File: src/rtl/mdio_sect_pkg.sv
package mdio_sect_pkg;
  localparam int DATA_W     = 16;
  localparam int REG_ADDR_W = 5;
  localparam int PORT_IDX_W = 3;
  localparam int NUM_SECT   = 2;

  localparam logic [REG_ADDR_W-1:0] REG_CTRL = 5'd0;
  localparam logic [REG_ADDR_W-1:0] REG_IEN  = 5'd18;
  localparam logic [REG_ADDR_W-1:0] REG_STAT = 5'd19;
  localparam int IEN_BIT = 1;

  typedef struct packed {
    logic                  wr;
    logic                  rd;
    logic [PORT_IDX_W-1:0] port;
    logic [REG_ADDR_W-1:0] regAddr;
    logic [DATA_W-1:0]     wdata;
  } mgmtReq_t;
endpackage

File: src/rtl/mdio_frame_ctrl.sv
module mdio_frame_ctrl
  import mdio_sect_pkg::*;
#(
  parameter int NUM_PORTS    = 8,
  parameter int PHY_BASE     = 8,
  parameter int CH_IDX       = 0,
  parameter int PREAMBLE_LEN = 32
) (
  input  logic              clk,
  input  logic              rstN,
  input  logic              chEnable,
  input  logic              sect2x4,
  input  logic              mdcIn,
  input  logic              mdioIn,
  input  logic [DATA_W-1:0] rdData,
  output mgmtReq_t          req,
  output logic              mdioOut,
  output logic              mdioOe
);
  localparam int PRE_W = $clog2(PREAMBLE_LEN + 1);
  localparam logic [PRE_W-1:0] PRE_MAX = PRE_W'(PREAMBLE_LEN);
  localparam int HALF = NUM_PORTS / 2;
  localparam int HDR_BITS = 2 + 5 + REG_ADDR_W;

  typedef enum logic [2:0] {S_PRE, S_START, S_HDR, S_WBODY, S_RD} frameSt_t;

  frameSt_t          st;
  logic [2:0]        mdcSh;
  logic [1:0]        dSh;
  logic [PRE_W-1:0]  preCnt;
  logic [4:0]        cnt;
  logic [4:0]        fCnt;
  logic [HDR_BITS-1:0] hdr, hdrFull;
  logic [DATA_W-1:0] wSh, outSh;
  logic              riseE, fallE, bitIn, addrHit;
  logic [5:0]        phyOff, secLo, secSize;

  always_ff @(posedge clk) begin
    if (!rstN) begin
      mdcSh <= '0;
      dSh   <= '1;
    end else begin
      mdcSh <= {mdcSh[1:0], mdcIn};
      dSh   <= {dSh[0], mdioIn};
    end
  end

  assign riseE   = mdcSh[1] & ~mdcSh[2];
  assign fallE   = ~mdcSh[1] & mdcSh[2];
  assign bitIn   = dSh[1];
  assign hdrFull = {hdr[HDR_BITS-2:0], bitIn};

  always_comb begin
    secSize = sect2x4 ? 6'(HALF) : 6'(NUM_PORTS);
    secLo   = (sect2x4 && CH_IDX == 1) ? 6'(HALF) : 6'd0;
    phyOff  = {1'b0, hdrFull[9:5]} - 6'(PHY_BASE);
    addrHit = ({1'b0, hdrFull[9:5]} >= 6'(PHY_BASE)) && (phyOff >= secLo) &&
              (phyOff < secLo + secSize);
  end

  always_ff @(posedge clk) begin
    if (!rstN || !chEnable) begin
      st <= S_PRE; preCnt <= '0; cnt <= '0; fCnt <= '0;
      hdr <= '0; wSh <= '0; outSh <= '0; req <= '0;
      mdioOut <= 1'b0; mdioOe <= 1'b0;
    end else begin
      req.wr <= 1'b0;
      req.rd <= 1'b0;
      if (req.rd) outSh <= rdData;
      case (st)
        S_PRE: if (riseE) begin
          if (bitIn) begin
            if (preCnt != PRE_MAX) preCnt <= preCnt + 1'b1;
          end else begin
            preCnt <= '0;
            if (preCnt == PRE_MAX) st <= S_START;
          end
        end
        S_START: if (riseE) begin
          cnt <= '0;
          st  <= bitIn ? S_HDR : S_PRE;
        end
        S_HDR: if (riseE) begin
          hdr <= hdrFull;
          cnt <= cnt + 1'b1;
          if (cnt == 5'(HDR_BITS - 1)) begin
            cnt         <= '0;
            fCnt        <= '0;
            req.port    <= phyOff[PORT_IDX_W-1:0];
            req.regAddr <= hdrFull[REG_ADDR_W-1:0];
            if (addrHit && hdrFull[11:10] == 2'b01) st <= S_WBODY;
            else if (addrHit && hdrFull[11:10] == 2'b10) begin
              st     <= S_RD;
              req.rd <= 1'b1;
            end else st <= S_PRE;
          end
        end
        S_WBODY: if (riseE) begin
          wSh <= {wSh[DATA_W-2:0], bitIn};
          cnt <= cnt + 1'b1;
          if (cnt == 5'(DATA_W + 1)) begin
            req.wr    <= 1'b1;
            req.wdata <= {wSh[DATA_W-2:0], bitIn};
            st        <= S_PRE;
          end
        end
        S_RD: if (fallE) begin
          fCnt <= fCnt + 1'b1;
          if (fCnt == 5'd1) begin
            mdioOe  <= 1'b1;
            mdioOut <= 1'b0;
          end else if (fCnt >= 5'd2 && fCnt <= 5'(DATA_W + 1)) begin
            mdioOut <= outSh[DATA_W-1];
            outSh   <= {outSh[DATA_W-2:0], 1'b0};
          end else if (fCnt == 5'(DATA_W + 2)) begin
            mdioOe <= 1'b0;
            st     <= S_PRE;
          end
        end
        default: st <= S_PRE;
      endcase
    end
  end

  // the slave only drives while answering a read
  assert_drive_only_in_read_R2: assert property (@(posedge clk) disable iff (!rstN)
    mdioOe |-> st == S_RD);
  // a frame is either a read or a write, never both
  assert_single_strobe_R2: assert property (@(posedge clk) disable iff (!rstN)
    !(req.wr && req.rd));
  // a disabled channel lets go of the line on the next clock
  assert_release_when_off_R9: assert property (@(posedge clk) disable iff (!rstN)
    !chEnable |=> !mdioOe);
endmodule

File: src/rtl/mdio_reg_bank.sv
module mdio_reg_bank
  import mdio_sect_pkg::*;
#(
  parameter int NUM_PORTS = 8,
  parameter int STRAP_W   = 4
) (
  input  logic                               clk,
  input  logic                               rstN,
  input  logic                               mdDisable,
  input  logic                               sect2x4,
  input  logic [STRAP_W-1:0]                 strapCfg,
  input  logic [NUM_PORTS-1:0]               portStatus,
  input  mgmtReq_t [NUM_SECT-1:0]            req,
  output logic [NUM_SECT-1:0][DATA_W-1:0]    rdData,
  output logic [NUM_SECT-1:0]                intPend
);
  localparam int HALF = NUM_PORTS / 2;

  logic [DATA_W-1:0]    ctrlR [NUM_PORTS];
  logic [DATA_W-1:0]    ienR  [NUM_PORTS];
  logic [DATA_W-1:0]    wdSel [NUM_PORTS];
  logic [NUM_PORTS-1:0] chgLatch, prevSt, stChange, clrHit, wrCtrl, wrIen, pend;

  assign stChange = portStatus ^ prevSt;

  always_comb begin
    for (int p = 0; p < NUM_PORTS; p++) begin
      wrCtrl[p] = 1'b0; wrIen[p] = 1'b0; clrHit[p] = 1'b0; wdSel[p] = '0;
      for (int c = 0; c < NUM_SECT; c++) begin
        if (req[c].port == PORT_IDX_W'(p)) begin
          if (req[c].wr && req[c].regAddr == REG_CTRL) begin
            wrCtrl[p] = 1'b1; wdSel[p] = req[c].wdata;
          end
          if (req[c].wr && req[c].regAddr == REG_IEN) begin
            wrIen[p] = 1'b1; wdSel[p] = req[c].wdata;
          end
          if (req[c].rd && req[c].regAddr == REG_STAT) clrHit[p] = 1'b1;
        end
      end
    end
  end

  always_ff @(posedge clk) begin
    if (!rstN) begin
      prevSt   <= portStatus;
      chgLatch <= '0;
      for (int p = 0; p < NUM_PORTS; p++) begin
        ctrlR[p] <= DATA_W'(strapCfg);
        ienR[p]  <= '0;
      end
    end else begin
      prevSt   <= portStatus;
      chgLatch <= stChange | (chgLatch & ~clrHit);
      for (int p = 0; p < NUM_PORTS; p++) begin
        if (wrCtrl[p]) ctrlR[p] <= wdSel[p];
        if (mdDisable) ctrlR[p][STRAP_W-1:0] <= strapCfg;
        if (wrIen[p]) ienR[p] <= wdSel[p];
      end
    end
  end

  always_comb begin
    for (int c = 0; c < NUM_SECT; c++) begin
      case (req[c].regAddr)
        REG_CTRL: rdData[c] = ctrlR[req[c].port];
        REG_IEN:  rdData[c] = ienR[req[c].port];
        REG_STAT: rdData[c] = DATA_W'(chgLatch[req[c].port]);
        default:  rdData[c] = '0;
      endcase
    end
  end

  for (genvar p = 0; p < NUM_PORTS; p++) begin : gPend
    assign pend[p] = chgLatch[p] & ienR[p][IEN_BIT];
  end
  assign intPend[0] = sect2x4 ? |pend[HALF-1:0] : |pend;
  assign intPend[1] = sect2x4 & |pend[NUM_PORTS-1:HALF];

  // channel 1 issues nothing while one channel serves all ports
  assert_ch1_quiet_1x8_R4: assert property (@(posedge clk) disable iff (!rstN)
    (!sect2x4 && !$past(sect2x4)) |-> !(req[1].wr || req[1].rd));
  // each channel stays inside its own half in split mode
  assert_ch0_lower_half_R5: assert property (@(posedge clk) disable iff (!rstN)
    (sect2x4 && $past(sect2x4) && (req[0].wr || req[0].rd)) |-> req[0].port < PORT_IDX_W'(HALF));
  assert_ch1_upper_half_R5: assert property (@(posedge clk) disable iff (!rstN)
    (sect2x4 && $past(sect2x4) && (req[1].wr || req[1].rd)) |-> req[1].port >= PORT_IDX_W'(HALF));
  // a status read empties the latch unless a new change arrives
  assert_status_read_clears_R8: assert property (@(posedge clk) disable iff (!rstN)
    (req[0].rd && req[0].regAddr == REG_STAT && !stChange[req[0].port])
      |=> !chgLatch[$past(req[0].port)]);
  // with management disabled the straps hold the low bits
  assert_strap_follow_R9: assert property (@(posedge clk) disable iff (!rstN)
    mdDisable |=> ctrlR[0][STRAP_W-1:0] == $past(strapCfg));
endmodule

File: src/rtl/mdio_sect_slave.sv
module mdio_sect_slave
  import mdio_sect_pkg::*;
#(
  parameter int NUM_PORTS    = 8,
  parameter int PHY_BASE     = 8,
  parameter int STRAP_W      = 4,
  parameter int PREAMBLE_LEN = 32
) (
  input  logic                 clk,
  input  logic                 rstN,
  input  logic                 powerDown,
  input  logic                 mdDisable,
  input  logic                 sect2x4,
  input  logic [STRAP_W-1:0]   strapCfg,
  input  logic [NUM_PORTS-1:0] portStatus,
  input  logic [1:0]           mdc,
  input  logic [1:0]           mdioIn,
  output logic [1:0]           mdioOut,
  output logic [1:0]           mdioOe,
  output logic [1:0]           intPullLow
);
  mgmtReq_t [NUM_SECT-1:0]         req;
  logic [NUM_SECT-1:0][DATA_W-1:0] rdData;
  logic [NUM_SECT-1:0]             oeRaw, intRaw, chEnable;
  logic                            padLive;

  assign padLive = rstN & ~powerDown;

  for (genvar c = 0; c < NUM_SECT; c++) begin : gCh
    assign chEnable[c] = padLive & ~mdDisable & ((c == 0) | sect2x4);
    mdio_frame_ctrl #(
      .NUM_PORTS(NUM_PORTS), .PHY_BASE(PHY_BASE),
      .CH_IDX(c), .PREAMBLE_LEN(PREAMBLE_LEN)
    ) uCtrl (
      .clk(clk), .rstN(rstN), .chEnable(chEnable[c]), .sect2x4(sect2x4),
      .mdcIn(mdc[c]), .mdioIn(mdioIn[c]), .rdData(rdData[c]),
      .req(req[c]), .mdioOut(mdioOut[c]), .mdioOe(oeRaw[c])
    );
  end

  mdio_reg_bank #(.NUM_PORTS(NUM_PORTS), .STRAP_W(STRAP_W)) uBank (
    .clk(clk), .rstN(rstN), .mdDisable(mdDisable), .sect2x4(sect2x4),
    .strapCfg(strapCfg), .portStatus(portStatus), .req(req),
    .rdData(rdData), .intPend(intRaw)
  );

  assign mdioOe     = oeRaw & {NUM_SECT{padLive}};
  assign intPullLow = intRaw & {NUM_SECT{padLive}};
endmodule

File: config.mk
export PLATFORM = sky130hd
export DESIGN_NAME = mdio_sect_slave
export DESIGN_NICKNAME = d
export VERILOG_FILES = /design/src/rtl/mdio_sect_pkg.sv /design/src/rtl/mdio_frame_ctrl.sv /design/src/rtl/mdio_reg_bank.sv /design/src/rtl/mdio_sect_slave.sv
export SDC_FILE = /design/constraint.sdc
export NUM_CORES = 1
export LEC_CHECK = 0
export BUFFER_PORTS_ARGS = -buffer_cell sky130_fd_sc_hd__buf_2
export CORE_MARGIN = 4
export CORE_UTILIZATION = 30
export DETAILED_ROUTE_END_ITERATION = 10
export GPL_ROUTABILITY_DRIVEN = 0
export PLACE_DENSITY_LB_ADDON = 0.3
export SKIP_CTS_REPAIR_TIMING = 1
export SLEW_MARGIN = 10
export SYNTH_ARGS = -nofsm -noshare
export SYNTH_HDL_FRONTEND = slang
export SYNTH_HIERARCHICAL = 1
export SYNTH_SLANG_ARGS = --single-unit
export TNS_END_PERCENT = 5
File: constraint.sdc
create_clock -name clk -period 2.7 [get_ports clk]
set_input_delay 0.405 -clock clk [delete_from_list [all_inputs] [get_ports clk]]
set_output_delay 0.405 -clock clk [all_outputs]
set_load 0.1 [all_outputs]
==> flow_summary.yaml <==
run_status:
  status: "completed"
clocking:
  cts-htree-levels: 2
  insertion_delay_ns: 0.62
  cts_num_sinks: 460
  cts_tree: "built"
  numCtsBuffers: 54
  root_buffer: "clkbuf_16"
  cts.clk_slew.worst_paths_ns: 0.06
  cts_buffer_depth: 3
global_routing:
  grt_pass1_vias: 19160
  antenna_found_initial: 1
  gr-total-overflow: 0
  grt_pass1_wl_um: 120900
  grt_max_degree: 97
  grt_util_all_layers_pct: 17.81
drt:
  drt_iter0_drc: 1982
  routed_wl_um: 82020
  drt_first_pass_iters: 6
  viasPerCell: 5.798
  drc_errors: 0
  antenna_left: 0
  vias: 19330
  wl_per_cell_um: 24.60
worst_setup_path:
  crit_type: "reg -> out"
  critPathMaxStageDelay_ns: 0.50
  critPathLaunchType: "register"
  path_cells: "a22o_1 > a221oi_4 > o21ai_1 > and3b_2 > buf_12"
  crit_family: "compound AO/OA/AOI/OAI gates"
  crit_slowest_cell: "edfxtp_1"
  required_ns: 2.30
  path_max_fanout: 3
  r2r_setup_slack_ns: 0.19
  critPathArrivalTime_ns: 2.21
  rr_startpoint: "gCh[1].uCtrl/req[21]$_SDFFE_PP0P_"
  reg2reg_to: "uBank/ienR[1][9]$_SDFFCE_PN0P_"
  cp.depth: 5
  r2r_cells: 5
  crit_path_end_kind: "output pin"
  crit_buf_inv: 1
placement:
  placed_cells: 3220
  pre_cts_ws_ns: 0.2530
  hpwl_um: 58600
  placed_cell_area_um2: 26870
  io_buffer_count: 26
hold_path:
  min_path_type: "in -> reg"
  whs_endpoint: "gCh[0].uCtrl/mdcSh[0]$_SDFF_PN0_"
  holdPathStages: 2
  hp-start: "mdc[0]"
timing:
  setup_viol_count_final: 0
  post-route-period-util_pct: 96.83
  post-route-min-period_ns: 2.614
  finalMaxSlewViolations: 0
  worstMarginPinSlew_ns: 0.7757
  hold_slack_ns: 0.04092
  max-slew-margin-rel_pct: 48.29
  setup_ws_ns: 0.08555
  max_freq_mhz: 382.5
  worst_clock_skew_ns: 0.03531
  finalHoldViolCount: 0
  tns_ns: 0
  rsz0062_at_grt: "false"
floorplanning:
  core_region_area_um2: 82500
  dieArea_um2: 88330
  chipHeight_um: 297.2
  rows: 105
  fp.dieW_um: 297.2
  ios: 27
  initial_core_util_pct: 30.41
pwr:
  powerDensity_nw_per_um2: 543.8
  leakage_nw: 9.154
  ir_drop_mv: 0.4136
  power.total_mw: 15.66
finish:
  finalNetCount: 2257
  syn_to_final_growth_pct: 14.75
  final_util_pct: 34.90
  drive_gt1_share_pct: 21.39
  design_area_um2: 28800
  final_cells: 3334
synthesis:
  synthesis.area_um2: 25090
  synthDistinctLibCells: 100
  yosys_warnings: 6
  synthCells: 2204
  syn_avg_cell_area_um2: 11.39
  async_flop_share_pct: 0
  yosysTopAreaCell: "edfxtp_1"
  synth-edff-count: 256
  yosys.area.top_type_share_pct: 30.64
  synth_nets: 2244
  yosys_most_used_dff: "edfxtp_1"
  synth_most_common_cell: "nor2_1"
  synth_common_cells: "nor2_1, edfxtp_1, dfxtp_1"
  ys_seq_elements: 460
  seq_area_frac_synth_pct: 46.91
  ys_top_cells_by_area: "edfxtp_1, dfxtp_1, mux4_2"
job:
  maxCapViolCount: 0
## cells in the final DEF (no fill, tap or decap), drive strengths merged, types with 19 or more instances in the layout
cell type and instances:
nor3 30, a21oi 75, o21ai 23, buf 140, nand2 121, clkinv 24, a32oi 33, dfxtp 204
edfxtp 256, o22ai 29, ha 19, o31ai 29, o31a 73, nand3 40, nor2 306, clkbuf 72
mux2i 153, mux2 30, nand4 107, mux4 128, nor2b 66, a211oi 36, inv 26
## routing by layer
| layer | up-vias | track usage [%] | part of all wire [%] | routed length (µm) |
|---|---|---|---|---|
| met3 | 227 | 3.131 | 8.3 | 6801 |
| met5 | - | 0 | 0 | 0 |
| met2 | 939 | 29.20 | 47 | 38330 |
| li1 | 8472 | - | - | - |
| met4 | 0 | 7.766 | 4.6 | 3799 |
| met1 | 9694 | 23.17 | 40 | 33090 |
## worst max-delay path by stage
stage | startpoint | to
6_report | uBank/ienR[1][1]$_SDFFCE_PN0P_ | intPullLow[0]
5_1_grt | uBank/ienR[1][1]$_SDFFCE_PN0P_ | intPullLow[0]
4_1_cts | uBank/ienR[1][1]$_SDFFCE_PN0P_ | intPullLow[0]
3_5_place_dp | gCh[0].uCtrl/req[21]$_SDFFE_PP0P_ | gCh[0].uCtrl/outSh[0]$_SDFF_PP0_
3_3_place_gp | gCh[1].uCtrl/req[21]$_SDFFE_PP0P_ | uBank/ienR[1][11]$_SDFFCE_PN0P_
2_1_floorplan | gCh[0].uCtrl/req[16]$_SDFFE_PP0P_ | uBank/ienR[6][0]$_SDFFCE_PN0P_
## cell type report
type,instances,area [µm²]
Multi-Input combinational cell,1524,12410
Tap cell,1070,1339
Fill cell,8073,53710
Inverter,26,97.59
Timing Repair Buffer,151,1369
Antenna cell,1,2.502
Sequential cell,460,11790
Clock inverter,30,279.0
Clock buffer,72,1513
## registers in the layout, indices dropped and copies added (netlist names), 10 cells and up
| register | cells |
|---|---|
| gCh.uCtrl/cnt | 10 |
| gCh.uCtrl/fCnt | 10 |
| gCh.uCtrl/hdr | 22 |
| gCh.uCtrl/outSh | 32 |
| gCh.uCtrl/preCnt | 12 |
| gCh.uCtrl/req | 52 |
| gCh.uCtrl/wSh | 30 |
| uBank/ctrlR | 128 |
| uBank/ienR | 128 |
## report_power, final
group	switching [mW]	internal (mW)	total, mW
Combinational	0.316	0.250	0.566
Sequential	0.124	7.55	7.67
Clock	3.02	4.40	7.42
Total	3.45	12.2	15.7
## logic make-up (layout without fill, tap and decap cells)
group	after synthesis	in the layout	synth area share [%]
compound gates	361	361	11.14
xor+xnor	31	31	1.157
fa+ha+maj	19	19	0.9474
buf+inv	220	279	3.884
flops	460	460	46.91
mux	311	311	18.94
other cells	0	1	0
simple gates	802	802	17.02
## worst register-to-register path, cell delays in order (launching register included)
cell and delay (ns):
dfxtp_4 0.55, or3b_2 0.59, nor4_1 0.60, nor2_1 0.13, nand2_1 0.15, buf_12 0.17
No activity file was read; power rests on OpenSTA's default activity.
